<file path="src/rtl/qlm_pkg.sv">
package qlm_pkg;

  typedef enum logic [2:0] {
    PH_IDLE,
    PH_HDR,
    PH_DUMMY,
    PH_DATA,
    PH_TAIL
  } phase_t;

  // clocks needed for the 32-bit opcode+address header
  function automatic logic [5:0] f_hdr_periods(input logic quad);
    return quad ? 6'd8 : 6'd32;
  endfunction

  // clocks needed for one read byte
  function automatic logic [5:0] f_byte_periods(input logic quad);
    return quad ? 6'd2 : 6'd8;
  endfunction

  function automatic logic [3:0] f_lane_oe(input logic quad);
    return quad ? 4'hF : 4'h1;
  endfunction

  function automatic logic [3:0] f_tx_lanes(input logic [31:0] sr, input logic quad);
    return quad ? sr[31:28] : {3'b000, sr[31]};
  endfunction

  function automatic logic [31:0] f_tx_shift(input logic [31:0] sr, input logic quad);
    return quad ? {sr[27:0], 4'h0} : {sr[30:0], 1'b0};
  endfunction

  function automatic logic [7:0] f_rx_next(input logic [7:0] sr, input logic [3:0] din,
                                           input logic quad);
    return quad ? {sr[3:0], din} : {sr[6:0], din[1]};
  endfunction

endpackage

</file>
<file path="src/rtl/qlm_clkgen.sv">
module qlm_clkgen #(
  parameter int CLK_DIV = 4
) (
  input  logic clk,
  input  logic rst_n,
  input  logic run,
  input  logic park,
  input  logic stall,
  output logic sclk,
  output logic fall_ev,
  output logic half_ev
);
  localparam int HALF  = (CLK_DIV < 2) ? 1 : CLK_DIV / 2;
  localparam int CNT_W = (HALF > 1) ? $clog2(HALF) : 1;

  logic [CNT_W-1:0] cnt;
  logic             step;
  logic             at_end;
  logic             rise_ev;

  // the clock may only be frozen in its low phase
  assign step    = !(stall && !sclk);
  assign at_end  = (cnt == CNT_W'(HALF - 1));
  assign half_ev = run && step && at_end;
  assign rise_ev = half_ev && !sclk && !park;
  assign fall_ev = half_ev && sclk;

  always_ff @(posedge clk or negedge rst_n) begin
    if (!rst_n) begin
      cnt  <= '0;
      sclk <= 1'b0;
    end else if (!run) begin
      cnt  <= '0;
      sclk <= 1'b0;
    end else if (step) begin
      if (at_end) begin
        cnt <= '0;
        if (rise_ev)      sclk <= 1'b1;
        else if (fall_ev) sclk <= 1'b0;
      end else begin
        cnt <= cnt + CNT_W'(1);
      end
    end
  end

endmodule

</file>
<file path="src/rtl/qlm_seq.sv">
module qlm_seq
  import qlm_pkg::*;
#(
  parameter int LEN_W = 8,
  parameter int DUM_W = 5
) (
  input  logic             clk,
  input  logic             rst_n,
  input  logic             req_valid,
  input  logic             req_quad,
  input  logic [DUM_W-1:0] req_dummy,
  input  logic [LEN_W-1:0] req_len,
  input  logic             fall_ev,
  input  logic             half_ev,
  input  logic             rd_pending,
  output logic             req_ready,
  output logic             accept,
  output logic             cs_n,
  output logic             done,
  output logic             quad,
  output logic             run,
  output logic             park,
  output logic             stall,
  output logic             tx_shift,
  output logic             capture,
  output logic             byte_done,
  output logic [3:0]       dio_oe
);
  localparam int LEFT_W = (DUM_W > 6) ? DUM_W : 6;

  phase_t             phase;
  logic [LEFT_W-1:0]  left;
  logic [LEN_W-1:0]   bytes_left;
  logic [DUM_W-1:0]   dummy_q;
  logic               cs_n_d;
  logic               last_period;
  logic [LEFT_W-1:0]  byte_periods;

  assign req_ready    = (phase == PH_IDLE);
  assign accept       = req_valid && req_ready;
  assign cs_n         = (phase == PH_IDLE);
  assign run          = !cs_n;
  assign park         = (phase == PH_TAIL);
  assign stall        = rd_pending && (phase inside {PH_HDR, PH_DUMMY, PH_DATA});
  assign last_period  = (left == LEFT_W'(1));
  assign tx_shift     = fall_ev && (phase == PH_HDR);
  assign capture      = fall_ev && (phase == PH_DATA);
  assign byte_done    = capture && last_period;
  assign dio_oe       = (phase == PH_HDR) ? f_lane_oe(quad) : 4'h0;
  assign byte_periods = LEFT_W'(f_byte_periods(quad));

  always_ff @(posedge clk or negedge rst_n) begin
    if (!rst_n) begin
      phase      <= PH_IDLE;
      left       <= '0;
      bytes_left <= '0;
      dummy_q    <= '0;
      quad       <= 1'b0;
    end else if (accept) begin
      phase      <= PH_HDR;
      left       <= LEFT_W'(f_hdr_periods(req_quad));
      bytes_left <= req_len;
      dummy_q    <= req_dummy;
      quad       <= req_quad;
    end else begin
      case (phase)
        PH_HDR: if (fall_ev) begin
          if (!last_period) begin
            left <= left - LEFT_W'(1);
          end else if (dummy_q != '0) begin
            phase <= PH_DUMMY;
            left  <= LEFT_W'(dummy_q);
          end else if (bytes_left != '0) begin
            phase <= PH_DATA;
            left  <= byte_periods;
          end else begin
            phase <= PH_TAIL;
          end
        end
        PH_DUMMY: if (fall_ev) begin
          if (!last_period) begin
            left <= left - LEFT_W'(1);
          end else if (bytes_left != '0) begin
            phase <= PH_DATA;
            left  <= byte_periods;
          end else begin
            phase <= PH_TAIL;
          end
        end
        PH_DATA: if (fall_ev) begin
          if (!last_period) begin
            left <= left - LEFT_W'(1);
          end else if (bytes_left == LEN_W'(1)) begin
            phase <= PH_TAIL;
          end else begin
            bytes_left <= bytes_left - LEN_W'(1);
            left       <= byte_periods;
          end
        end
        PH_TAIL: if (half_ev) phase <= PH_IDLE;
        default: phase <= PH_IDLE;
      endcase
    end
  end

  always_ff @(posedge clk or negedge rst_n) begin
    if (!rst_n) begin
      cs_n_d <= 1'b1;
      done   <= 1'b0;
    end else begin
      cs_n_d <= cs_n;
      done   <= cs_n && !cs_n_d;
    end
  end

endmodule

</file>
<file path="src/rtl/qlm_datapath.sv">
module qlm_datapath
  import qlm_pkg::*;
(
  input  logic        clk,
  input  logic        rst_n,
  input  logic        load,
  input  logic [7:0]  cmd,
  input  logic [23:0] addr,
  input  logic        quad,
  input  logic        tx_shift,
  input  logic        capture,
  input  logic        byte_done,
  input  logic [3:0]  oe,
  input  logic [3:0]  dio_in,
  input  logic        rd_ready,
  output logic [3:0]  dio_out,
  output logic [7:0]  rd_data,
  output logic        rd_valid
);
  logic [31:0] tx_sr;
  logic [7:0]  rx_sr;
  logic [7:0]  rx_next;

  assign dio_out = f_tx_lanes(tx_sr, quad) & oe;
  assign rx_next = f_rx_next(rx_sr, dio_in, quad);

  always_ff @(posedge clk or negedge rst_n) begin
    if (!rst_n) begin
      tx_sr <= '0;
    end else if (load) begin
      tx_sr <= {cmd, addr};
    end else if (tx_shift) begin
      tx_sr <= f_tx_shift(tx_sr, quad);
    end
  end

  always_ff @(posedge clk or negedge rst_n) begin
    if (!rst_n) begin
      rx_sr    <= '0;
      rd_data  <= '0;
      rd_valid <= 1'b0;
    end else begin
      if (capture) rx_sr <= rx_next;
      if (byte_done) begin
        rd_data  <= rx_next;
        rd_valid <= 1'b1;
      end else if (rd_ready) begin
        rd_valid <= 1'b0;
      end
    end
  end

endmodule

</file>
<file path="src/rtl/qspi_late_master.sv">
module qspi_late_master #(
  parameter int CLK_DIV = 4,
  parameter int LEN_W   = 8,
  parameter int DUM_W   = 5
) (
  input  logic             clk,
  input  logic             rst_n,
  input  logic             req_valid,
  output logic             req_ready,
  input  logic [7:0]       req_cmd,
  input  logic [23:0]      req_addr,
  input  logic [DUM_W-1:0] req_dummy,
  input  logic             req_quad,
  input  logic [LEN_W-1:0] req_len,
  output logic             rd_valid,
  input  logic             rd_ready,
  output logic [7:0]       rd_data,
  output logic             done,
  output logic             sclk,
  output logic             cs_n,
  output logic [3:0]       dio_out,
  output logic [3:0]       dio_oe,
  input  logic [3:0]       dio_in
);
  // named internal events, also observed by the bound checker
  logic accept, quad, run, park, stall;
  logic fall_ev, half_ev;
  logic tx_shift, capture, byte_done;
  logic rd_pending;

  assign rd_pending = rd_valid && !rd_ready;

  qlm_clkgen #(.CLK_DIV(CLK_DIV)) u_clkgen (
    .clk     (clk),
    .rst_n   (rst_n),
    .run     (run),
    .park    (park),
    .stall   (stall),
    .sclk    (sclk),
    .fall_ev (fall_ev),
    .half_ev (half_ev)
  );

  qlm_seq #(.LEN_W(LEN_W), .DUM_W(DUM_W)) u_seq (
    .clk        (clk),
    .rst_n      (rst_n),
    .req_valid  (req_valid),
    .req_quad   (req_quad),
    .req_dummy  (req_dummy),
    .req_len    (req_len),
    .fall_ev    (fall_ev),
    .half_ev    (half_ev),
    .rd_pending (rd_pending),
    .req_ready  (req_ready),
    .accept     (accept),
    .cs_n       (cs_n),
    .done       (done),
    .quad       (quad),
    .run        (run),
    .park       (park),
    .stall      (stall),
    .tx_shift   (tx_shift),
    .capture    (capture),
    .byte_done  (byte_done),
    .dio_oe     (dio_oe)
  );

  qlm_datapath u_datapath (
    .clk       (clk),
    .rst_n     (rst_n),
    .load      (accept),
    .cmd       (req_cmd),
    .addr      (req_addr),
    .quad      (quad),
    .tx_shift  (tx_shift),
    .capture   (capture),
    .byte_done (byte_done),
    .oe        (dio_oe),
    .dio_in    (dio_in),
    .rd_ready  (rd_ready),
    .dio_out   (dio_out),
    .rd_data   (rd_data),
    .rd_valid  (rd_valid)
  );

endmodule

</file>
<file path="config.mk">
export PLATFORM = sky130hd
export DESIGN_NAME = qspi_late_master
export DESIGN_NICKNAME = d
export VERILOG_FILES = /design/src/rtl/qlm_pkg.sv /design/src/rtl/qlm_clkgen.sv /design/src/rtl/qlm_seq.sv /design/src/rtl/qlm_datapath.sv /design/src/rtl/qspi_late_master.sv
export SDC_FILE = /design/constraint.sdc
export NUM_CORES = 1
export LEC_CHECK = 0
export ABC_AREA = 1
export BUFFER_PORTS_ARGS = -buffer_cell sky130_fd_sc_hd__buf_4
export CORE_MARGIN = 2
export CORE_UTILIZATION = 40
export CTS_CLUSTER_SIZE = 20
export DETAILED_ROUTE_END_ITERATION = 6
export GPL_TIMING_DRIVEN = 0
export SETUP_SLACK_MARGIN = 0.15
export SKIP_CTS_REPAIR_TIMING = 1
export SLEW_MARGIN = 20
export SYNTH_ARGS = -nofsm -noshare
export SYNTH_HDL_FRONTEND = slang
export SYNTH_HIERARCHICAL = 1
export SYNTH_SLANG_ARGS = --single-unit
</file>
<file path="constraint.sdc">
create_clock -name clk -period 2.65 [get_ports clk]
set_input_delay 0 -clock clk [delete_from_list [all_inputs] [get_ports clk]]
set_output_delay 0 -clock clk [all_outputs]
set_load 0.02 [all_outputs]
</file>
==> flow_summary.toml <==
[power_and_ir_drop]
vdd_ir_drop_max_uv = 735
swShare_pct = 45.7
power.switching_mw = 2.74
power.share.combinational_pct = 51.5
power_per_cell_area_mw_per_mm2 = 1030
cellLeakagePower_nw = 2.96
int_pwr_mw = 3.25
seqPwrFrac_pct = 34.0
share_clk_of_total_power_pct = 14.5

[place]
numPortBuffers = 74
post-place-cells = 838
dp_slack_ns = 0.306
finalWeightedCongestion = 0.902
placed_area_mm2 = 0.00514
dpl.hpwl_um = 8340

[routing]
num_vias = 4369
firstDrtPassIters = 5
totalWireLength_um = 12000
drcViolationCount = 0
remaining_antenna_violation_count = 0
first_iter_violations = 184
routed_via_density = 4.84
wire_per_inst_um = 13.3

[timing]
hold_viol_final = 3
finalCriticalPeriod_ns = 2.29
maxClockFrequency_ghz = 0.436
timing.setup.tns_ns = 0
worst_slew_slack_as_a_fraction_of_its_limit_pct = 35.6
rsz0062_at_grt = "true"
worst_hold_slack_ns = -0.0385
timing.final.max_slew_violations = 0
timing.final.crit_share_pct = 86.5
final.setup.worst_slack_ns = 0.357
worst_clock_skew_ns = 0.0138
worst_margin_pin_slew_ns = 0.966
report.final.setup_viol = 0

[clock_tree]
cts-buffers-inserted = 9
cts_root_buffer = "sky130_fd_sc_hd__clkbuf_8"
cts-root-to-sink-buffers = 2
cts.clk_slew.worst_paths_ns = 0.08
cts_htree_levels = 3
clkSinkCount = 75
clk-insertion-delay-late_ns = 0.36
tritoncts_clock_tree = "done"

[grt]
grt_overflow = 0
grt.total_usage_pct = 20.6
first_global_vias = 4014
grt_max_degree = 76
antenna_found_initial = 0
grt_pass1_wl_um = 19000

[setup_path]
r2r-end = "u_datapath/tx_sr[8]$_DFFE_PN0P_"
cp_data_required_time_ns = 2.94
worst_setup_path_start_kind = "flip-flop"
critPathArrivalTime_ns = 2.59
timing.critical_path.cells = "inv_1 -> nand2_1 -> nor2_2 -> inv_1 -> nand2_2 -> nor2_1 -> inv_1 -> nor2_1 -> inv_1 -> nor2_4 -> buf_4 -> nand3_1 -> nand2_1"
reg2regPathDepth = 13
regToRegStartpoint = "u_seq/phase[1]$_DFFE_PN0P_"
worst_setup_path_type = "reg -> reg"
critPathSlowestCell = "sky130_fd_sc_hd__dfrtp_1"
cpMostUsedCell = "sky130_fd_sc_hd__inv_1"
ff2ff_setup_slack_ns = 0.36
crit_path_max_incr_delay_ns = 0.43
timing.critical_path.fanout_max = 10
critPathCaptureType = "flip-flop"

[synthesis]
yosysWarnings = 6
syn_std_cell_area_mm2 = 0.00441
synthFlopType = "sky130_fd_sc_hd__dfrtp_1"
synth.net_count = 683
edff_count_synth = 0
netlist_instances = 624
synth-async-reset-ratio_pct = 100
synth_area_per_cell_um2 = 7.07
synth-seq-cells = 75
netlist-cell-type-count = 36
ys_seq_area_share_pct = 42.6

[cells_and_area]
layout_commonest_cell = "sky130_fd_sc_hd__nand2_1"
layout-drive-gt1-share_pct = 18.6
antenna_cells_inserted = 0
area_delta_synth_final_pct = 32.1
most_used_cells_in_the_layout_excluding_fill_and_tap_cells = "sky130_fd_sc_hd__nand2_1, sky130_fd_sc_hd__buf_4, sky130_fd_sc_hd__dfrtp_1"
fin_area_mm2 = 0.00583
nNetsFinal = 817
final_cell_count_no_fill = 903
post-route-util_pct = 54.0

[floorplanning]
boundaryPins = 75
dieArea_mm2 = 0.0119
core_area_mm2 = 0.0108
floorplan.initialDensity_pct = 40.9
chipWidth_um = 109
fp.dieH_um = 109
fp-row-count = 38

[min_path]
min_delay_worst_endpoint = "u_datapath/tx_sr[13]$_DFFE_PN0P_"
whs_path_depth = 5
holdCritPathClass = "in -> reg"
holdCritStartpoint = "req_addr[13]"

[run_status]
failing_checks = "negative hold slack"
run_status = "finished, violations left"

[flow_run]
max_cap_violations = 0
-- final cells by class --
| class | count | area, um2 |
|---|---|---|
| clock inverter | 5 | 53.8 |
| fill | 1018 | 4960 |
| buffer | 25 | 173 |
| multi-input combinational | 471 | 2160 |
| inverter | 53 | 209 |
| sequential | 75 | 1880 |
| timing repair buffer | 123 | 1050 |
| clock buffer | 11 | 131 |
| tap | 140 | 175 |
-- state kept, by name, indices dropped and copies added, names as in the netlist --
| name | cells |
|---|---|
| u_clkgen/at_end | 1 |
| u_clkgen/sclk | 1 |
| u_datapath/rd_data | 8 |
| u_datapath/rd_valid | 1 |
| u_datapath/rx_sr | 7 |
| u_datapath/tx_sr | 32 |
| u_seq/bytes_left | 8 |
| u_seq/cs_n_d | 1 |
| u_seq/done | 1 |
| u_seq/dummy_q | 5 |
| u_seq/left | 6 |
| u_seq/phase | 3 |
| u_seq/quad | 1 |
-- kinds of logic (layout without fill, tap and decap cells) --
kind of cell / after synthesis / count (layout) / synth area share (%)
AOI/OAI and AO/OA: 59 / 59 / 8.00
xor gates and xnor gates: 3 / 3 / 0.596
adders and majority gates: 5 / 5 / 1.42
buffers and inverters: 78 / 217 / 8.48
DFF: 75 / 75 / 42.6
and+or+nand+nor: 404 / 404 / 38.9
-- metrics by stage --
step	hold WS, ns	power (mW)
finish	-0.0385	6.00
detailed placement	0.198	5.08
floorplan	-0.296	4.22
global route	0.00315	6.58
global placement	0.195	5.01
CTS	-0.188	5.98
-- worst max-delay path: cells and delay by family, from the launching register on --
| family | cells | cell delay, ns |
|---|---|---|
| and+or+nand+nor | 8 | 1.10 |
| DFF | 1 | 0.43 |
| buffers and inverters | 5 | 0.72 |
-- synth_stat cells, types with 2 or more instances --
cell type | count | area share (%)
sky130_fd_sc_hd__a21boi_0 | 2 | 0.34
sky130_fd_sc_hd__nor3_4 | 2 | 0.74
sky130_fd_sc_hd__dfrtp_1 | 74 | 42
sky130_fd_sc_hd__inv_1 | 45 | 3.8
sky130_fd_sc_hd__o21ai_1 | 2 | 0.23
sky130_fd_sc_hd__nand2_2 | 4 | 0.57
sky130_fd_sc_hd__clkinv_1 | 2 | 0.17
sky130_fd_sc_hd__o22ai_1 | 2 | 0.28
sky130_fd_sc_hd__nand2_4 | 2 | 0.51
sky130_fd_sc_hd__nor3_1 | 3 | 0.34
sky130_fd_sc_hd__a21oi_1 | 5 | 0.57
sky130_fd_sc_hd__inv_2 | 5 | 0.43
sky130_fd_sc_hd__nand3_1 | 50 | 5.7
sky130_fd_sc_hd__a21boi_1 | 8 | 1.4
sky130_fd_sc_hd__nand2_1 | 287 | 24
sky130_fd_sc_hd__o211ai_1 | 9 | 1.5
sky130_fd_sc_hd__xor2_1 | 3 | 0.60
sky130_fd_sc_hd__ha_1 | 5 | 1.4
sky130_fd_sc_hd__nand4_1 | 4 | 0.57
sky130_fd_sc_hd__buf_2 | 9 | 1.0
sky130_fd_sc_hd__nor2_1 | 39 | 3.3
sky130_fd_sc_hd__o21ai_0 | 27 | 3.1
sky130_fd_sc_hd__nor2_4 | 4 | 1.0
sky130_fd_sc_hd__nor2_2 | 5 | 0.71
sky130_fd_sc_hd__buf_6 | 3 | 0.77
sky130_fd_sc_hd__a31oi_1 | 2 | 0.28
sky130_fd_sc_hd__buf_4 | 12 | 2.0
-- worst max-delay path by stage --
stage                                     startpoint                           endpoint  slack (ns)  depth (start not counted)
after global routing      u_seq/phase[1]$_DFFE_PN0P_  u_datapath/rd_data[7]$_DFFE_PN0P_        0.14                         12
after detailed placement  u_seq/phase[1]$_DFFE_PN0P_   u_datapath/tx_sr[21]$_DFFE_PN0P_        0.31                         10
after floorplan           u_seq/phase[2]$_DFFE_PN0P_                         dio_out[2]        0.55                          8
after global placement    u_seq/phase[1]$_DFFE_PN0P_  u_datapath/rd_data[6]$_DFFE_PN0P_        0.36                         12
final                     u_seq/phase[1]$_DFFE_PN0P_    u_datapath/tx_sr[8]$_DFFE_PN0P_        0.36                         13
after CTS                 u_seq/phase[2]$_DFFE_PN0P_                         dio_out[2]        0.27                          9
-- layer usage --
metal,track usage (%),wire (um),part of all wire [%],vias up
met5,0,0,0,-
met4,8.06,152,1.3,0
met3,3.17,519,4.3,13
met2,34.2,6120,51,92
met1,26.8,5260,44,2038
li1,-,-,-,2226
-- power groups by stage --
stage          sequential (mW)  clock (mW)  combinational [mW]
4_1_cts                   2.03       0.901                3.04
5_1_grt                   2.09       0.950                3.54
2_1_floorplan             2.01           0                2.21
6_report                  2.04       0.871                3.09
3_3_place_gp              2.04           0                2.98
3_5_place_dp              2.05           0                3.03
(Power assumes the default switching activity.)
